**src/rtl/rn_pkg.sv**
```systemverilog
package rn_pkg;
  localparam int DEF_ARCH_REGS = 32;
  localparam int DEF_PHYS_REGS = 48;

  function automatic int pool_depth(input int arch_n, input int phys_n);
    return phys_n - arch_n;
  endfunction
endpackage

```
**src/rtl/rn_map_table.sv**
```systemverilog
module rn_map_table #(
  parameter int ARCH_N = 32,
  parameter int PHYS_N = 48,
  localparam int AW = $clog2(ARCH_N),
  localparam int PW = $clog2(PHYS_N)
) (
  input  logic          clk,
  input  logic          rst_n,
  input  logic [AW-1:0] rd_a1,
  input  logic [AW-1:0] rd_a2,
  input  logic [AW-1:0] rd_a3,
  output logic [PW-1:0] rd_d1,
  output logic [PW-1:0] rd_d2,
  output logic [PW-1:0] rd_d3,
  input  logic          wr_en,
  input  logic [AW-1:0] wr_a,
  input  logic [PW-1:0] wr_d,
  input  logic          save_en,
  input  logic          restore_en
);
  logic [PW-1:0] map_q [ARCH_N];
  logic [PW-1:0] map_d [ARCH_N];
  logic [PW-1:0] snap_q [ARCH_N];
  logic [PW-1:0] snap_d [ARCH_N];

  // reads see the table before this cycle's write
  assign rd_d1 = map_q[rd_a1];
  assign rd_d2 = map_q[rd_a2];
  assign rd_d3 = map_q[rd_a3];

  always_comb begin
    for (int i = 0; i < ARCH_N; i++) begin
      if (restore_en)
        map_d[i] = snap_q[i];
      else if (wr_en && (wr_a == AW'(i)))
        map_d[i] = wr_d;
      else
        map_d[i] = map_q[i];
      snap_d[i] = save_en ? map_d[i] : snap_q[i];
    end
  end

  always_ff @(posedge clk or negedge rst_n) begin
    if (!rst_n) begin
      for (int i = 0; i < ARCH_N; i++) begin
        map_q[i]  <= PW'(i);
        snap_q[i] <= PW'(i);
      end
    end else begin
      for (int i = 0; i < ARCH_N; i++) begin
        map_q[i]  <= map_d[i];
        snap_q[i] <= snap_d[i];
      end
    end
  end
endmodule

```
**src/rtl/rn_free_list.sv**
```systemverilog
module rn_free_list #(
  parameter int DEPTH = 16,
  parameter int PW    = 6,
  parameter int BASE  = 32,
  localparam int IW = $clog2(DEPTH),
  localparam int CW = IW + 1
) (
  input  logic          clk,
  input  logic          rst_n,
  input  logic          pop_en,
  output logic [PW-1:0] pop_data,
  input  logic          push_en,
  input  logic [PW-1:0] push_data,
  input  logic          save_en,
  input  logic          restore_en,
  output logic [CW-1:0] count,
  output logic          empty
);
  logic [PW-1:0] slot_q [DEPTH];
  logic [CW-1:0] head_q, head_d;
  logic [CW-1:0] tail_q, tail_d;
  logic [CW-1:0] mark_q, mark_d;

  assign pop_data = slot_q[head_q[IW-1:0]];
  assign count    = tail_q - head_q;
  assign empty    = (count == '0);

  always_comb begin
    head_d = head_q;
    if (restore_en)
      head_d = mark_q;
    else if (pop_en)
      head_d = head_q + CW'(1);
    tail_d = push_en ? (tail_q + CW'(1)) : tail_q;
    mark_d = save_en ? head_d : mark_q;
  end

  always_ff @(posedge clk or negedge rst_n) begin
    if (!rst_n) begin
      head_q <= '0;
      tail_q <= CW'(DEPTH);
      mark_q <= '0;
    end else begin
      head_q <= head_d;
      tail_q <= tail_d;
      mark_q <= mark_d;
    end
  end

  always_ff @(posedge clk or negedge rst_n) begin
    if (!rst_n) begin
      for (int i = 0; i < DEPTH; i++) slot_q[i] <= PW'(BASE + i);
    end else begin
      for (int i = 0; i < DEPTH; i++)
        if (push_en && (tail_q[IW-1:0] == IW'(i))) slot_q[i] <= push_data;
    end
  end
endmodule

```
**src/rtl/rename_stage.sv**
```systemverilog
module rename_stage
  import rn_pkg::*;
#(
  parameter int ARCH_N = DEF_ARCH_REGS,
  parameter int PHYS_N = DEF_PHYS_REGS,
  localparam int AW = $clog2(ARCH_N),
  localparam int PW = $clog2(PHYS_N),
  localparam int FREE_N = pool_depth(ARCH_N, PHYS_N),
  localparam int CW = $clog2(FREE_N) + 1
) (
  input  logic          clk,
  input  logic          rst_n,
  input  logic          ren_valid,
  input  logic          ren_wr,
  input  logic [AW-1:0] ren_dst,
  input  logic [AW-1:0] ren_src1,
  input  logic [AW-1:0] ren_src2,
  output logic          ren_stall,
  output logic [PW-1:0] ren_src1_phys,
  output logic [PW-1:0] ren_src2_phys,
  output logic [PW-1:0] ren_new_phys,
  output logic [PW-1:0] ren_old_phys,
  input  logic          rel_valid,
  input  logic [PW-1:0] rel_phys,
  input  logic          ckpt_save,
  input  logic          ckpt_restore
);
  logic          needs_reg;
  logic          pool_empty;
  logic          alloc_ok;
  logic          save_ok;
  logic [PW-1:0] head_phys;
  logic [CW-1:0] free_cnt;

  assign needs_reg = ren_valid && ren_wr && (ren_dst != '0);
  assign ren_stall = ren_valid && (ckpt_restore || (needs_reg && pool_empty));
  assign alloc_ok  = needs_reg && !pool_empty && !ckpt_restore;
  assign save_ok   = ckpt_save && !ckpt_restore;
  assign ren_new_phys = alloc_ok ? head_phys : '0;

  rn_map_table #(.ARCH_N(ARCH_N), .PHYS_N(PHYS_N)) map_i (
    .clk        (clk),
    .rst_n      (rst_n),
    .rd_a1      (ren_src1),
    .rd_a2      (ren_src2),
    .rd_a3      (ren_dst),
    .rd_d1      (ren_src1_phys),
    .rd_d2      (ren_src2_phys),
    .rd_d3      (ren_old_phys),
    .wr_en      (alloc_ok),
    .wr_a       (ren_dst),
    .wr_d       (head_phys),
    .save_en    (save_ok),
    .restore_en (ckpt_restore)
  );

  rn_free_list #(.DEPTH(FREE_N), .PW(PW), .BASE(ARCH_N)) pool_i (
    .clk        (clk),
    .rst_n      (rst_n),
    .pop_en     (alloc_ok),
    .pop_data   (head_phys),
    .push_en    (rel_valid),
    .push_data  (rel_phys),
    .save_en    (save_ok),
    .restore_en (ckpt_restore),
    .count      (free_cnt),
    .empty      (pool_empty)
  );
endmodule

```
**config.mk**
```make
export PLATFORM = sky130hd
export DESIGN_NAME = rename_stage
export DESIGN_NICKNAME = d
export VERILOG_FILES = /design/src/rtl/rn_pkg.sv /design/src/rtl/rn_map_table.sv /design/src/rtl/rn_free_list.sv /design/src/rtl/rename_stage.sv
export SDC_FILE = /design/constraint.sdc
export NUM_CORES = 1
export LEC_CHECK = 0
export BUFFER_PORTS_ARGS = -buffer_cell sky130_fd_sc_hd__buf_4
export CAP_MARGIN = 20
export CORE_UTILIZATION = 58
export DETAILED_ROUTE_END_ITERATION = 8
export GPL_TIMING_DRIVEN = 0
export MAX_ROUTING_LAYER = met4
export PLACE_DENSITY = 0.76
export SYNTH_ARGS = -nofsm -noshare
export SYNTH_HDL_FRONTEND = slang
export SYNTH_HIERARCHICAL = 1
export SYNTH_SLANG_ARGS = --single-unit
```
**constraint.sdc**
```tcl
create_clock -name clk -period 8.45 [get_ports clk]
set_input_delay 1.69 -clock clk [delete_from_list [all_inputs] [get_ports clk]]
set_output_delay 1.69 -clock clk [all_outputs]
set_load 0.05 [all_outputs]
```
After elaboration in Yosys (flattened, before gate mapping)

Cells that the tools add are included.

Flip-flop bits (word level): 495
Logic and storage cells: 281

$add $sub $neg: 3
Magnitude comparators: 4
Equal/unequal tests: 46
Muxes and demuxes: 79
Bitwise logic cells: 4
Reductions and logical operators: 62

Operators with widths:

| cell                                                     | count |
|---|---|
| two-way mux 6 bit                                        | 73 |
| binary-select mux 6 bit (select 5 bit)                   | 3 |
| == test 5 bit, second input constant                     | 16 |
| logical AND 1 bit                                        | 55 |
| == test 5 x 4 -> 1 bit, second input constant            | 8 |
| == test 4 bit, second input constant                     | 8 |
| binary-select mux 6 bit (select 4 bit)                   | 1 |
| == test 5 x 3 -> 1 bit, second input constant            | 4 |
| greater-or-equal comparator 6 bit, second input constant | 3 |
| inverter 5 -> 6 bit                                      | 3 |
| == test 4 x 3 -> 1 bit, second input constant            | 4 |
| adder 5 x 1 -> 5 bit, second input constant              | 2 |
| == test 5 x 2 -> 1 bit, second input constant            | 2 |
| logical NOT 5 bit                                        | 2 |
| two-way mux 5 bit                                        | 2 |
| == test 4 x 2 -> 1 bit, second input constant            | 2 |
| == test 5 x 1 -> 1 bit, second input constant            | 1 |
| greater-or-equal comparator 5 bit, second input constant | 1 |
| inverter 4 -> 5 bit                                      | 1 |
| nonzero test 5 bit                                       | 1 |
| subtractor 5 bit                                         | 1 |
| == test 4 x 1 -> 1 bit, second input constant            | 1 |
| logical NOT 4 bit                                        | 1 |
| logical NOT 1 bit                                        | 2 |
| logical OR 1 bit                                         | 1 |

Longest topological paths before layout

Depth in word-level cells: 8
Gate-level depth with buffers: 16
Mapped depth without buffers: 14

Cells and area by module

The synthesis kept the hierarchy.

Modules (own cells, without submodules):

| module       | instances | cells an instance | area each (sq um) |
|---|---|---|---|
| rn_map_table | 1         | 1993              | 21031.4 |
| rn_free_list | 1         | 351               | 5398.9 |
| rename_stage | 1         | 14                | 105.1 |

Least setup slack after synthesis

OpenSTA, ideal clock, no wires.

Path kind: input port to output port
From: input port ren_src1[2]
To: output port ren_src1_phys[5]
Data arrival time: 3.475 ns
Data required time: 6.760 ns
Path slack: 3.285 ns
Stages on the path: 5
Path through: buf_2 > clkbuf_1 > mux4_2 > mux4_2 > mux2_2

Word-level cells in the longest chain between the ends: 4

Ends and longest elaborated chain:

| element                                               | RTL line           | source |
|---|---|---|
| start, declared                                       | rename_stage.sv:16 | `input logic [AW-1:0] ren_src1,` |
| inverter 5 -> 6 bit (not written as such)             | rn_map_table.sv:27 | `assign rd_d1 = map_q[rd_a1];` |
| binary-select mux 6 bit (select 5 bit)                | rn_map_table.sv:27 |  |
| two-way mux 6 bit (not written as such) (2 in series) | rn_map_table.sv:27 |  |
| end, declared                                         | rename_stage.sv:19 | `output logic [PW-1:0] ren_src1_phys,` |

Every way passes these cells. The select of a mux whose other input is x is not followed.

Worst setup path in the final report

From: input port ren_dst[2]
To: output port ren_old_phys[4]

Word-level cells in the longest chain between the ends: 4

Ends and longest elaborated chain:

| element                                               | RTL line           | source |
|---|---|---|
| start, declared                                       | rename_stage.sv:15 | `input logic [AW-1:0] ren_dst,` |
| inverter 5 -> 6 bit (not written as such)             | rn_map_table.sv:29 | `assign rd_d3 = map_q[rd_a3];` |
| binary-select mux 6 bit (select 5 bit)                | rn_map_table.sv:29 |  |
| two-way mux 6 bit (not written as such) (2 in series) | rn_map_table.sv:29 |  |
| end, declared                                         | rename_stage.sv:22 | `output logic [PW-1:0] ren_old_phys,` |

Every way passes these cells. The select of a mux whose other input is x is not followed.

==> impl_results.html <==
<table>
<tr><th>Metric</th><th>Value</th></tr>
<tr><th colspan="2">STA</th></tr>
<tr><td>Final count of negative-setup-slack endpoints</td><td>0</td></tr>
<tr><td>Setup repair after global routing missed its margin</td><td>false</td></tr>
<tr><td>Setup TNS</td><td>0 ns</td></tr>
<tr><td>Count of endpoints failing hold in the final timing report</td><td>0</td></tr>
<tr><td>Share of the cycle needed by the critical path after routing</td><td>72.0%</td></tr>
<tr><td>Maximum frequency from static timing analysis</td><td>164 MHz</td></tr>
<tr><td>Final Max Tran Viols</td><td>0</td></tr>
<tr><td>Clk_skew</td><td>0.0284 ns</td></tr>
<tr><td>Worst-Margin Slew</td><td>1.30 ns</td></tr>
<tr><td>Worst Setup Slack, final</td><td>2.37 ns</td></tr>
<tr><td>Worst slew slack as a fraction of its limit</td><td>13.4%</td></tr>
<tr><td>Period minus WS final</td><td>6.08 ns</td></tr>
<tr><th colspan="2">Floorplan</th></tr>
<tr><td>Count of boundary I/O pins</td><td>53</td></tr>
<tr><td>Cell row count</td><td>77</td></tr>
<tr><td>Die Outline Area</td><td>46600 um2</td></tr>
<tr><td>Core ar.</td><td>44700 um2</td></tr>
<tr><td>Die span in x</td><td>216 um</td></tr>
<tr><td>Height of the chip</td><td>216 um</td></tr>
<tr><td>Effective utilization at floorplan</td><td>59.3%</td></tr>
<tr><th colspan="2">Finish</th></tr>
<tr><td>Share of post-route cells with drive strength above 1</td><td>27.3%</td></tr>
<tr><td>Count of nets after finishing</td><td>2501</td></tr>
<tr><td>Core occupancy in the finished layout</td><td>66.0%</td></tr>
<tr><td>Synth-to-layout area growth</td><td>11.2%</td></tr>
<tr><th colspan="2">Critical path</th></tr>
<tr><td>Critical path capture point type</td><td>output port</td></tr>
<tr><td>Data arrival, critical path</td><td>4.39 ns</td></tr>
<tr><td>Largest driver fanout on the critical path</td><td>11</td></tr>
<tr><td>Crit Path Category</td><td>input pin to output port</td></tr>
<tr><td>Crit Reg-Reg Startpoint</td><td>pool_i/head_q[0]$_DFF_PN0_</td></tr>
<tr><td>Required time worst endpoint</td><td>6.76 ns</td></tr>
<tr><td>WP buf/inv</td><td>4</td></tr>
<tr><td>CP max-delay cell</td><td>sky130_fd_sc_hd__buf_1</td></tr>
<tr><td>Startpoint kind of the worst setup timing path</td><td>input pin</td></tr>
<tr><td>Depth of the worst register-to-register path</td><td>15</td></tr>
<tr><td>Endpoint of the most critical register-to-register path</td><td>map_i/map_q[169]$_DFF_PN1_</td></tr>
<tr><td>Cell-by-cell trace of the critical path</td><td>buf_4 &gt; buf_2 &gt; buf_1 &gt; mux4_2 &gt; mux4_2 &gt; mux2_2 &gt; buf_4</td></tr>
<tr><td>Worst reg2reg setup slack</td><td>2.99 ns</td></tr>
<tr><td>Kind of cell with the highest combined delay on the critical path</td><td>buffers and inverters</td></tr>
<tr><td>Worst stage delay on the critical path</td><td>0.64 ns</td></tr>
<tr><th colspan="2">Routing</th></tr>
<tr><td>DRC errors left</td><td>0</td></tr>
<tr><td>Mean number of vias per cell</td><td>7.47</td></tr>
<tr><td>Number of DRC markers after the initial detailed-route iteration</td><td>3902</td></tr>
<tr><td>Routed wirelength normalized by instance count</td><td>32.3 um</td></tr>
<tr><td>Count of antenna-violating nets left after detailed routing</td><td>0</td></tr>
<tr><td>Total iterations of the first detailed-routing run</td><td>9</td></tr>
<tr><td>Number of vias in the routed layout</td><td>23201</td></tr>
<tr><td>Total detailed-routing wirelength</td><td>100000 um</td></tr>
<tr><th colspan="2">Global routing</th></tr>
<tr><td>GRT Max-Usage Layer</td><td>met2</td></tr>
<tr><td>Global-route usage over all layers</td><td>44.8%</td></tr>
<tr><td>Global-route track usage on met1</td><td>57.1%</td></tr>
<tr><td>M3 GR Usage</td><td>12.9%</td></tr>
<tr><td>Met2 global-route usage</td><td>63.8%</td></tr>
<tr><td>Vias in the first global route</td><td>22402</td></tr>
<tr><td>Wire length of the first global-routing pass</td><td>147000 um</td></tr>
<tr><td>Antenna violations before repair</td><td>4</td></tr>
<tr><td>Pin count of the biggest net entering global routing</td><td>126</td></tr>
<tr><td>Total grt overflow</td><td>0</td></tr>
<tr><th colspan="2">Placed design</th></tr>
<tr><td>Final RePlAce weighted congestion</td><td>1.08</td></tr>
<tr><td>Setup slack at placement</td><td>2.46 ns</td></tr>
<tr><td>DPL Wire Length</td><td>72600 um</td></tr>
<tr><td># port buffers</td><td>48</td></tr>
<tr><th colspan="2">Clocking</th></tr>
<tr><td>Root Buffer Master</td><td>sky130_fd_sc_hd__clkbuf_16</td></tr>
<tr><td>Number of sinks on the clock net</td><td>495</td></tr>
<tr><td>Deepest clock path buffer count</td><td>3</td></tr>
<tr><td>Total setup buffers inserted after CTS</td><td>0</td></tr>
<tr><td>Level count of the clock H-tree</td><td>2</td></tr>
<tr><td>Clock transition at the registers of the reported paths</td><td>0.06 ns</td></tr>
<tr><td>Total CTS buffers</td><td>52</td></tr>
<tr><td>CTS tree</td><td>done</td></tr>
<tr><td>Skew-Pair Late Insertion Delay</td><td>0.62 ns</td></tr>
<tr><td>Post-cts hold buffer count</td><td>0</td></tr>
<tr><td>Number of gates given a new drive strength after cts</td><td>0</td></tr>
<tr><th colspan="2">Worst hold path</th></tr>
<tr><td>Min-Delay Endpoint</td><td>map_i/map_q[46]$_DFF_PN1_</td></tr>
<tr><td>Path category of the worst min-delay check</td><td>flop to flop</td></tr>
<tr><td>Count of cells along the worst hold path</td><td>2</td></tr>
<tr><td>Hold Path Origin</td><td>map_i/snap_q[46]$_DFFE_PN1P_</td></tr>
<tr><th colspan="2">Power and ir drop</th></tr>
<tr><td>Leak Pwr</td><td>10.3 nW</td></tr>
<tr><td>Pwr/cell area</td><td>315 nW/um2</td></tr>
<tr><td>Maximum VDD drop</td><td>257 uV</td></tr>
<tr><th colspan="2">Yosys</th></tr>
<tr><td>Post-synthesis instance area</td><td>26500 um2</td></tr>
<tr><td>Mean post-synth cell area</td><td>11.3 um2</td></tr>
<tr><td>Total number of yosys warnings</td><td>6</td></tr>
<tr><td>Net count after synthesis</td><td>2394</td></tr>
<tr><td>Cells after synthesis</td><td>2356</td></tr>
<tr><th colspan="2">Flow run</th></tr>
<tr><td>Maximum capacitance violations</td><td>0</td></tr>
<tr><th colspan="2">Status</th></tr>
<tr><td>Status</td><td>complete, no violations</td></tr>
</table>
[layout make-up]
class	count	area, um2
repair buffers	53	485
plain buffers	243	1050
clock inverters	9	105
diodes	6	15.0
multi-input cells	1610	12800
well taps	592	741
inverters	8	30.0
flip-flops and latches	495	12600
fillers	3418	15200
clock buffers	88	1620
[stage by stage]
stage / cell area [um2] / hold WS [ns] / std cells / power, mW
2_1_floorplan: 26500 / 0.456 / 2356 / 5.60
3_3_place_gp: 27600 / 0.466 / 2996 / 6.71
3_5_place_dp: 27700 / 0.478 / 3000 / 6.85
4_1_cts: 29500 / 0.483 / 3097 / 9.16
5_1_grt: 29500 / 0.502 / 3102 / 9.57
6_report: 29500 / 0.483 / 3104 / 9.30
[layout by cell type, fill, tap and decap left out, types with 9 or more instances in the layout]
cell and n:
sky130_fd_sc_hd__a22oi_1 12, sky130_fd_sc_hd__a31oi_1 384, sky130_fd_sc_hd__and2_1 9, sky130_fd_sc_hd__buf_1 15, sky130_fd_sc_hd__buf_2 22, sky130_fd_sc_hd__buf_4 50
sky130_fd_sc_hd__clkbuf_1 213, sky130_fd_sc_hd__clkbuf_16 53, sky130_fd_sc_hd__clkbuf_8 16, sky130_fd_sc_hd__dfrtp_1 286, sky130_fd_sc_hd__dfstp_2 209, sky130_fd_sc_hd__ha_1 9
sky130_fd_sc_hd__mux2_1 13, sky130_fd_sc_hd__mux2_2 108, sky130_fd_sc_hd__mux4_1 17, sky130_fd_sc_hd__mux4_2 187, sky130_fd_sc_hd__nand2_1 18, sky130_fd_sc_hd__nand3_1 196
sky130_fd_sc_hd__nor2_1 388, sky130_fd_sc_hd__nor2b_1 9, sky130_fd_sc_hd__o21ai_0 35, sky130_fd_sc_hd__o21ai_1 162, sky130_fd_sc_hd__xnor2_1 9
[worst reg2reg max path, delay by kind of cell (launching register included)]
family	cells	cell delay [ns]
XOR/XNOR	1	0.16
AND/OR/NAND/NOR	3	0.69
buffers and inverters	4	1.92
flip-flops	1	0.53
adder cells (fa/ha/maj)	2	0.68
AO/OA/AOI/OAI	5	1.38
[how the worst max path moves through the flow]
| stage | end | slack (ns) | depth (start not counted) | start |
|---|---|---|---|---|
| 2_1_floorplan | ren_src1_phys[5] | 3.28 | 5 | ren_src1[2] |
| 3_3_place_gp | map_i/map_q[81]$_DFF_PN0_ | 0.80 | 1 | rst_n |
| 3_5_place_dp | ren_old_phys[4] | 2.46 | 7 | ren_dst[2] |
| 4_1_cts | ren_old_phys[4] | 2.46 | 7 | ren_dst[2] |
| 5_1_grt | ren_old_phys[4] | 2.36 | 7 | ren_dst[2] |
| 6_report | ren_old_phys[4] | 2.37 | 7 | ren_dst[2] |
[where the power goes]
group | switching, mW | internal, mW
Combinational | 1.87 | 1.22
Sequential | 0.625 | 3.27
Clock | 0.980 | 1.33
Total | 3.48 | 5.82
[flip-flops by register name, indices dropped and copies added (netlist names)]
signal / flops
map_i/map_q: 192
pool_i/head_q: 5
pool_i/slot_q: 96
pool_i/mark_q: 5
map_i/snap_q: 192
pool_i/tail_q: 5
[metal layers]
layer / vias up / wire, um
met5: - / 0
met4: 0 / 7380
met3: 436 / 13200
met2: 1927 / 43700
met1: 11652 / 35900
li1: 9186 / -
No activity file was read; power rests on OpenSTA's default activity.
